===== src/rtl/kwdog_pkg.sv =====
package kwdog_pkg;
    localparam int          REG_W   = 16;
    localparam int          BUS_W   = 32;
    localparam logic [15:0] WR_KEY  = 16'h1234;

    // Register offsets (byte addresses)
    localparam logic [7:0] OFS_CFG   = 8'h04;
    localparam logic [7:0] OFS_LOAD  = 8'h08;
    localparam logic [7:0] OFS_REFR  = 8'h18;
    localparam logic [7:0] OFS_CTRL  = 8'h1C;

    // Divisor field inside the config register
    localparam int DIV_LSB = 8;
    localparam int DIV_W   = 8;

    // Reset values
    localparam logic [15:0] CFG_RST  = 16'h0F00;
    localparam logic [15:0] LOAD_RST = 16'hFFFF;
    localparam logic [15:0] REFR_RST = 16'h0015;
    localparam logic [15:0] CTRL_RST = 16'h0000;

    // Refresh groups: index g covers bits 2g+1:2g
    localparam int N_GRP   = 3;
    localparam int GRP_INT = 0;
    localparam int GRP_CNT = 1;
    localparam int GRP_CFG = 2;

    typedef struct packed {
        logic [REG_W-1:0] cfg;
        logic [REG_W-1:0] load;
        logic [REG_W-1:0] refr;
        logic [REG_W-1:0] ctrl;
    } regs_t;

    // A group fires only on a change between the two legal codes
    function automatic logic grp_fire(input logic [1:0] old_c, input logic [1:0] new_c);
        return ((old_c == 2'd1) || (old_c == 2'd2)) &&
               ((new_c == 2'd1) || (new_c == 2'd2)) &&
               (old_c != new_c);
    endfunction
endpackage


===== src/rtl/kwdog_regs.sv =====
module kwdog_regs
    import kwdog_pkg::*;
#(
    parameter int ADDR_W = 8
) (
    input  logic              clk,
    input  logic              rst_n,
    input  logic              bus_valid,
    input  logic              bus_write,
    input  logic [ADDR_W-1:0] bus_addr,
    input  logic [BUS_W-1:0]  bus_wdata,
    output logic [BUS_W-1:0]  bus_rdata,
    output regs_t             regs_q,
    output logic [N_GRP-1:0]  fire
);
    localparam logic [ADDR_W-1:0] A_CFG  = ADDR_W'(OFS_CFG);
    localparam logic [ADDR_W-1:0] A_LOAD = ADDR_W'(OFS_LOAD);
    localparam logic [ADDR_W-1:0] A_REFR = ADDR_W'(OFS_REFR);
    localparam logic [ADDR_W-1:0] A_CTRL = ADDR_W'(OFS_CTRL);

    regs_t            regs_d;
    logic             wr_ok;
    logic [REG_W-1:0] wval;
    logic [REG_W-1:0] rval;

    assign wr_ok = bus_valid && bus_write && (bus_wdata[BUS_W-1:REG_W] == WR_KEY);
    assign wval  = bus_wdata[REG_W-1:0];

    always_comb begin
        regs_d = regs_q;
        if (wr_ok) begin
            case (bus_addr)
                A_CFG:   regs_d.cfg  = wval;
                A_LOAD:  regs_d.load = wval;
                A_REFR:  regs_d.refr = wval;
                A_CTRL:  regs_d.ctrl = wval;
                default: regs_d = regs_q;
            endcase
        end
    end

    for (genvar g = 0; g < N_GRP; g++) begin : g_grp
        assign fire[g] = wr_ok && (bus_addr == A_REFR) &&
                         grp_fire(regs_q.refr[2*g+1:2*g], wval[2*g+1:2*g]);
    end

    always_comb begin
        rval = '0;
        if (bus_valid && !bus_write) begin
            case (bus_addr)
                A_CFG:   rval = regs_q.cfg;
                A_LOAD:  rval = regs_q.load;
                A_REFR:  rval = regs_q.refr;
                A_CTRL:  rval = regs_q.ctrl;
                default: rval = '0;
            endcase
        end
    end
    assign bus_rdata = {{(BUS_W-REG_W){1'b0}}, rval};

    always_ff @(posedge clk) begin
        if (!rst_n) begin
            regs_q.cfg  <= CFG_RST;
            regs_q.load <= LOAD_RST;
            regs_q.refr <= REFR_RST;
            regs_q.ctrl <= CTRL_RST;
        end else begin
            regs_q <= regs_d;
        end
    end
endmodule


===== src/rtl/kwdog_prescale.sv =====
module kwdog_prescale #(
    parameter int DIV_W   = 8,
    parameter int DIV_RST = 15
) (
    input  logic             clk,
    input  logic             rst_n,
    input  logic             en,
    input  logic             tick,
    input  logic             commit,
    input  logic             restart,
    input  logic [DIV_W-1:0] div_new,
    output logic             step
);
    typedef struct packed {
        logic [DIV_W-1:0] div;
        logic [DIV_W-1:0] pre;
    } ps_t;

    ps_t ps_d, ps_q;

    always_comb begin
        ps_d = ps_q;
        step = 1'b0;
        if (commit) begin
            ps_d.div = div_new;
            ps_d.pre = '0;
        end else if (restart) begin
            ps_d.pre = '0;
        end else if (en && tick) begin
            if (ps_q.pre >= ps_q.div) begin
                ps_d.pre = '0;
                step     = 1'b1;
            end else begin
                ps_d.pre = ps_q.pre + 1'b1;
            end
        end
    end

    always_ff @(posedge clk) begin
        if (!rst_n) begin
            ps_q.div <= DIV_W'(DIV_RST);
            ps_q.pre <= '0;
        end else begin
            ps_q <= ps_d;
        end
    end
endmodule


===== src/rtl/kwdog_counter.sv =====
module kwdog_counter #(
    parameter int CNT_W            = 16,
    parameter logic [CNT_W-1:0] CNT_RST = '1
) (
    input  logic             clk,
    input  logic             rst_n,
    input  logic             en,
    input  logic             step,
    input  logic             reload,
    input  logic [CNT_W-1:0] load_val,
    output logic [CNT_W-1:0] count,
    output logic             expired
);
    typedef struct packed {
        logic [CNT_W-1:0] cnt;
        logic             exp;
    } cs_t;

    cs_t cs_d, cs_q;

    always_comb begin
        cs_d = cs_q;
        if (reload) begin
            cs_d.cnt = load_val;
        end else if (step && (cs_q.cnt != '0)) begin
            cs_d.cnt = cs_q.cnt - 1'b1;
        end
        cs_d.exp = cs_q.exp | (en && (cs_q.cnt == '0));
    end

    always_ff @(posedge clk) begin
        if (!rst_n) begin
            cs_q.cnt <= CNT_RST;
            cs_q.exp <= 1'b0;
        end else begin
            cs_q <= cs_d;
        end
    end

    assign count   = cs_q.cnt;
    assign expired = cs_q.exp;
endmodule


===== src/rtl/kwdog_top.sv =====
module kwdog_top
    import kwdog_pkg::*;
#(
    parameter int ADDR_W = 8
) (
    input  logic              clk,
    input  logic              rst_n,
    input  logic              ref_tick,
    input  logic              bus_valid,
    input  logic              bus_write,
    input  logic [ADDR_W-1:0] bus_addr,
    input  logic [31:0]       bus_wdata,
    output logic [31:0]       bus_rdata,
    output logic              rst_req
);
    localparam int DIV_RST = int'(CFG_RST[DIV_LSB +: DIV_W]);

    regs_t            regs_q;
    logic [N_GRP-1:0] fire;
    logic             step;
    logic             run_en;
    logic [REG_W-1:0] cnt_q;
    logic             unused_bits;

    assign run_en = regs_q.ctrl[0];

    kwdog_regs #(.ADDR_W(ADDR_W)) u_regs (
        .clk       (clk),
        .rst_n     (rst_n),
        .bus_valid (bus_valid),
        .bus_write (bus_write),
        .bus_addr  (bus_addr),
        .bus_wdata (bus_wdata),
        .bus_rdata (bus_rdata),
        .regs_q    (regs_q),
        .fire      (fire)
    );

    kwdog_prescale #(.DIV_W(DIV_W), .DIV_RST(DIV_RST)) u_pre (
        .clk     (clk),
        .rst_n   (rst_n),
        .en      (run_en),
        .tick    (ref_tick),
        .commit  (fire[GRP_CFG]),
        .restart (fire[GRP_CNT]),
        .div_new (regs_q.cfg[DIV_LSB +: DIV_W]),
        .step    (step)
    );

    kwdog_counter #(.CNT_W(REG_W), .CNT_RST(LOAD_RST)) u_cnt (
        .clk      (clk),
        .rst_n    (rst_n),
        .en       (run_en),
        .step     (step),
        .reload   (fire[GRP_CNT]),
        .load_val (regs_q.load),
        .count    (cnt_q),
        .expired  (rst_req)
    );

    // The interrupt-value group is only stored
    assign unused_bits = ^{fire[GRP_INT], regs_q.refr, regs_q.ctrl[REG_W-1:1],
                           regs_q.cfg[DIV_LSB-1:0], cnt_q};
endmodule


===== config.mk =====
export PLATFORM = sky130hd
export DESIGN_NAME = kwdog_top
export DESIGN_NICKNAME = d
export VERILOG_FILES = /design/src/rtl/kwdog_pkg.sv /design/src/rtl/kwdog_regs.sv /design/src/rtl/kwdog_prescale.sv /design/src/rtl/kwdog_counter.sv /design/src/rtl/kwdog_top.sv
export SDC_FILE = /design/constraint.sdc
export NUM_CORES = 1
export LEC_CHECK = 0
export ABC_AREA = 1
export BUFFER_PORTS_ARGS = -buffer_cell sky130_fd_sc_hd__buf_4
export CORE_ASPECT_RATIO = 0.5
export CORE_MARGIN = 4
export CORE_UTILIZATION = 48
export DETAILED_ROUTE_END_ITERATION = 10
export HOLD_SLACK_MARGIN = 0.06
export PLACE_DENSITY = 0.72
export SLEW_MARGIN = 10
export SYNTH_ARGS = -nofsm -noshare
export SYNTH_HDL_FRONTEND = slang
export SYNTH_SLANG_ARGS = --single-unit
export TNS_END_PERCENT = 30

===== constraint.sdc =====
create_clock -name clk -period 1.65 [get_ports clk]
set_input_delay 0.33 -clock clk [delete_from_list [all_inputs] [get_ports clk]]
set_output_delay 0.33 -clock clk [all_outputs]
set_load 0.02 [all_outputs]

==> summary.md <==
| Metric | Value |
|---|---|
| Top post-synthesis cells by area | `dfxtp_1 37%, nand2_1 8.4%, inv_1 7.3%` |
| CTS tree | `yes` |
| Post-Route WL | `16300 microns` |
| GPL Wtd Cong | `0.915` |
| CP max-delay cell | `nor3_4` |
| Worst Path Required | `1.32 ns` |
| Fraction of registers with async set or reset after synthesis | `0%` |
| Synth cell types | `35` |
| #FFs+latches synth | `97` |
| TritonCTS Buffers | `9` |
| Cell Rows | `26` |
| Fin crit share | `119%` |
| Synth-to-layout area growth | `44.0%` |
| Top post-synthesis cells by count | `116 x nand2_1, 101 x inv_1, 97 x dfxtp_1` |
| WHS Endpoint | `u_regs.regs_q[10]` |
| CTS H-Tree Depth | `3` |
| Synth Area in Simple Gates | `24.6%` |
| Final Hold Viols | `0` |
| Clock buffer depth | `2` |
| Initial Util | `50.1%` |
| Vias per cell | `5.50` |
| DRC viols | `0` |
| R2R depth | `12` |
| Hold crit path type | `input port to flop` |
| DR WL/cell | `16.3 microns` |
| Worst path bufs/invs | `4` |
| Final setup vio count | `39` |
| Pleak | `0.00347 uW` |
| Drt first pass iters | `5` |
| # IOs | `78` |
| GRT Resource Usage Total | `25.6%` |
| Worst-skew pair later-pin latency | `0.35 ns` |
| # diodes | `0` |
| Core footprint | `0.0104 sq mm` |
| Synth Area in XOR/XNOR | `2.35%` |
| Sink Count | `97` |
| Vias in the first global route | `5350` |
| Final setup margin | `-0.312 ns` |
| CTS clk-pin slew, worst paths | `0.07 ns` |
| Die area | `0.0127 sq mm` |
| Top-count cell post-synth | `nand2_1` |
| DR iter-0 viols | `457` |
| Fmax achieved | `0.510 GHz` |
| Max-capacitance violation count | `0` |
| Reg-to-Reg Start | `u_pre.ps_q[9]` |
| Hold path start | `bus_wdata[10]` |
| Global-route wire length before repair | `25800 microns` |
| Nets | `914` |
| Run status | `complete, but fails checks` |
| Detailed placement HPWL | `11000 microns` |
| Unrepaired setup endpoints after global routing | `true` |
| Die X | `155 microns` |
| Post-Syn Area | `0.00521 sq mm` |
| Fin Setup TNS | `-6.04 ns` |
| Post-synthesis compound-gate area fraction | `20.0%` |
| Power per cell area | `660 mW/mm^2` |
| Top cell type by total area after synthesis | `dfxtp_1` |
| Post-Synthesis Cells | `738` |
| CP Cell Sequence | `buf_6 -> clkinv_4 -> nand2_8 -> nor3_4 -> nand2_4 -> buf_12 -> o22ai_4 -> a21oi_2 -> a21oi_2 -> buf_6` |
| Critical path peak fanout | `8` |
| Largest family of logic cells by synthesized area | `simple AND/OR/NAND/NOR gates` |
| Failing checks | `setup timing` |
| Seq/Total Area, Yosys | `37.3%` |
| Reg2reg end | `u_cnt.count[10]` |
| Gr ovfl total | `0` |
| Clk root buf | `clkbuf_16` |
| Share of layout cells above drive strength 1 | `33.3%` |
| Initial antenna violation count | `0` |
| CP peak stage delay | `0.26 ns` |
| Post-synthesis mux area share | `0%` |
| Max VDD drop | `0.000486 V` |
| Arrival time at the worst endpoint | `1.63 ns` |
| R2R setup slack | `-0.15 ns` |
| Setup crit start kind | `input port` |
| Mean post-synth cell area | `7.06 sq um` |
| Top cell type's share of synthesized area | `37.3%` |
| Hold_ws | `0.232 ns` |
| Setup crit end kind | `output port` |
| I/O Buffers | `61` |
| Pins Over Slew Limit | `0` |
| CP delay by family, top | `buffers and inverters` |
| Setup CP Type | `input port to output port` |
| Hold path depth | `3` |
| Fin crit period | `1.96 ns` |
| Vias | `5519` |
| YS warnings | `0` |
| Final ANT Viol Nets | `0` |
| Largest net degree at the start of global routing | `44` |
| EDFF count, synth | `0` |
| Clk_skew | `0.00960 ns` |
| Predominant post-synthesis flop cell | `dfxtp_1` |
| Synth Area in Adders | `2.40%` |
| Die Y | `81.7 microns` |
[cell families after synthesis]
logic type                 Yosys count
xor gates and xnor gates            14
adders and majority gates           10
other                                1
AOI/OAI and AO/OA                  177
buffers and inverters              161
DFF                                 97
and+or+nand+nor                    278
[final cells by class]
type | instances | area (sq um)
Clock inverter | 6 | 92.6
Multi-Input combinational cell | 495 | 3250
Sequential cell | 97 | 1950
Tap cell | 140 | 175
Clock buffer | 9 | 225
Inverter | 109 | 444
Fill cell | 766 | 2910
Timing Repair Buffer | 147 | 1370
[worst register-to-register path: cells and delay by family (launching register included)]
family                     cells  cell delay (ns)
and+or+nand+nor                8             0.66
DFF                            1             0.34
adders and majority gates      1             0.26
buffers and inverters          2             0.24
AOI/OAI and AO/OA              1             0.17
[per-stage QoR]
stage	instances	worst slack [ns]	power, uW	utilization (%)	cell area [sq um]
global placement	984	-0.301	2690	62.8	6530
CTS	1002	-0.264	4970	69.7	7260
floorplan	753	-0.0653	2570	-	5490
global route	1003	-0.394	5100	72.1	7500
detailed placement	984	-0.328	2700	62.8	6530
finish	1003	-0.312	4950	72.1	7500
[state kept, by name, indices dropped and copies added (netlist names)]
signal / cells
u_regs.regs_q: 64
u_cnt.count: 16
u_pre.ps_q: 16
u_cnt.expired: 1
[cells in the final DEF (no fill, tap or decap), types with 6 or more instances in the layout]
master / netlist / final
a211oi_2: 8 / 8
a21oi_1: 69 / 39
a21oi_2: 0 / 17
a21oi_4: 0 / 13
buf_12: 0 / 10
buf_4: 19 / 107
buf_6: 1 / 27
clkbuf_16: 0 / 9
conb_1: 1 / 16
dfxtp_1: 97 / 92
ha_1: 10 / 6
inv_1: 101 / 90
inv_2: 8 / 14
nand2_1: 116 / 100
nand2_2: 0 / 11
nand3_1: 42 / 32
nand3_2: 2 / 9
nand3b_1: 12 / 12
nand4_1: 21 / 21
nor2_1: 68 / 64
nor2_4: 1 / 6
o211ai_1: 25 / 25
o21ai_0: 43 / 42
o21ai_1: 12 / 13
o22ai_2: 0 / 7
o22ai_4: 0 / 7
xor2_1: 10 / 10
[layer usage]
metal,wire [microns],track usage [%]
met5,0,0
met4,262,7.69
met3,1180,5.05
met2,7720,43.8
met1,7150,33.3
[power breakdown]
part	internal [uW]	leakage, uW	switching, uW
sequential	2340	0.000781	0.0000449
combinational	139	0.00253	201
clock	1330	0.000153	939
total	3810	0.00347	1140
[what timing repair did]
action	in CTS	in global routing
endpoints found under the setup margin	39	56
pin swaps	20	11
setup buffers	2	1
cloned	1	0
hold buffers	0	0
gates resized for setup	84	55
hold endpoints to repair	0	0
[how the worst max path moves through the flow]
| stage | startpoint | endpoint | cells past startpoint |
|---|---|---|---|
| floorplan | bus_addr[7] | bus_rdata[0] | 8 |
| global placement | bus_addr[0] | bus_rdata[2] | 10 |
| detailed placement | bus_addr[1] | bus_rdata[2] | 10 |
| CTS | bus_addr[1] | bus_rdata[15] | 12 |
| global route | bus_addr[6] | bus_rdata[0] | 10 |
| finish | bus_addr[6] | bus_rdata[0] | 10 |
(Power assumes the default switching activity.)
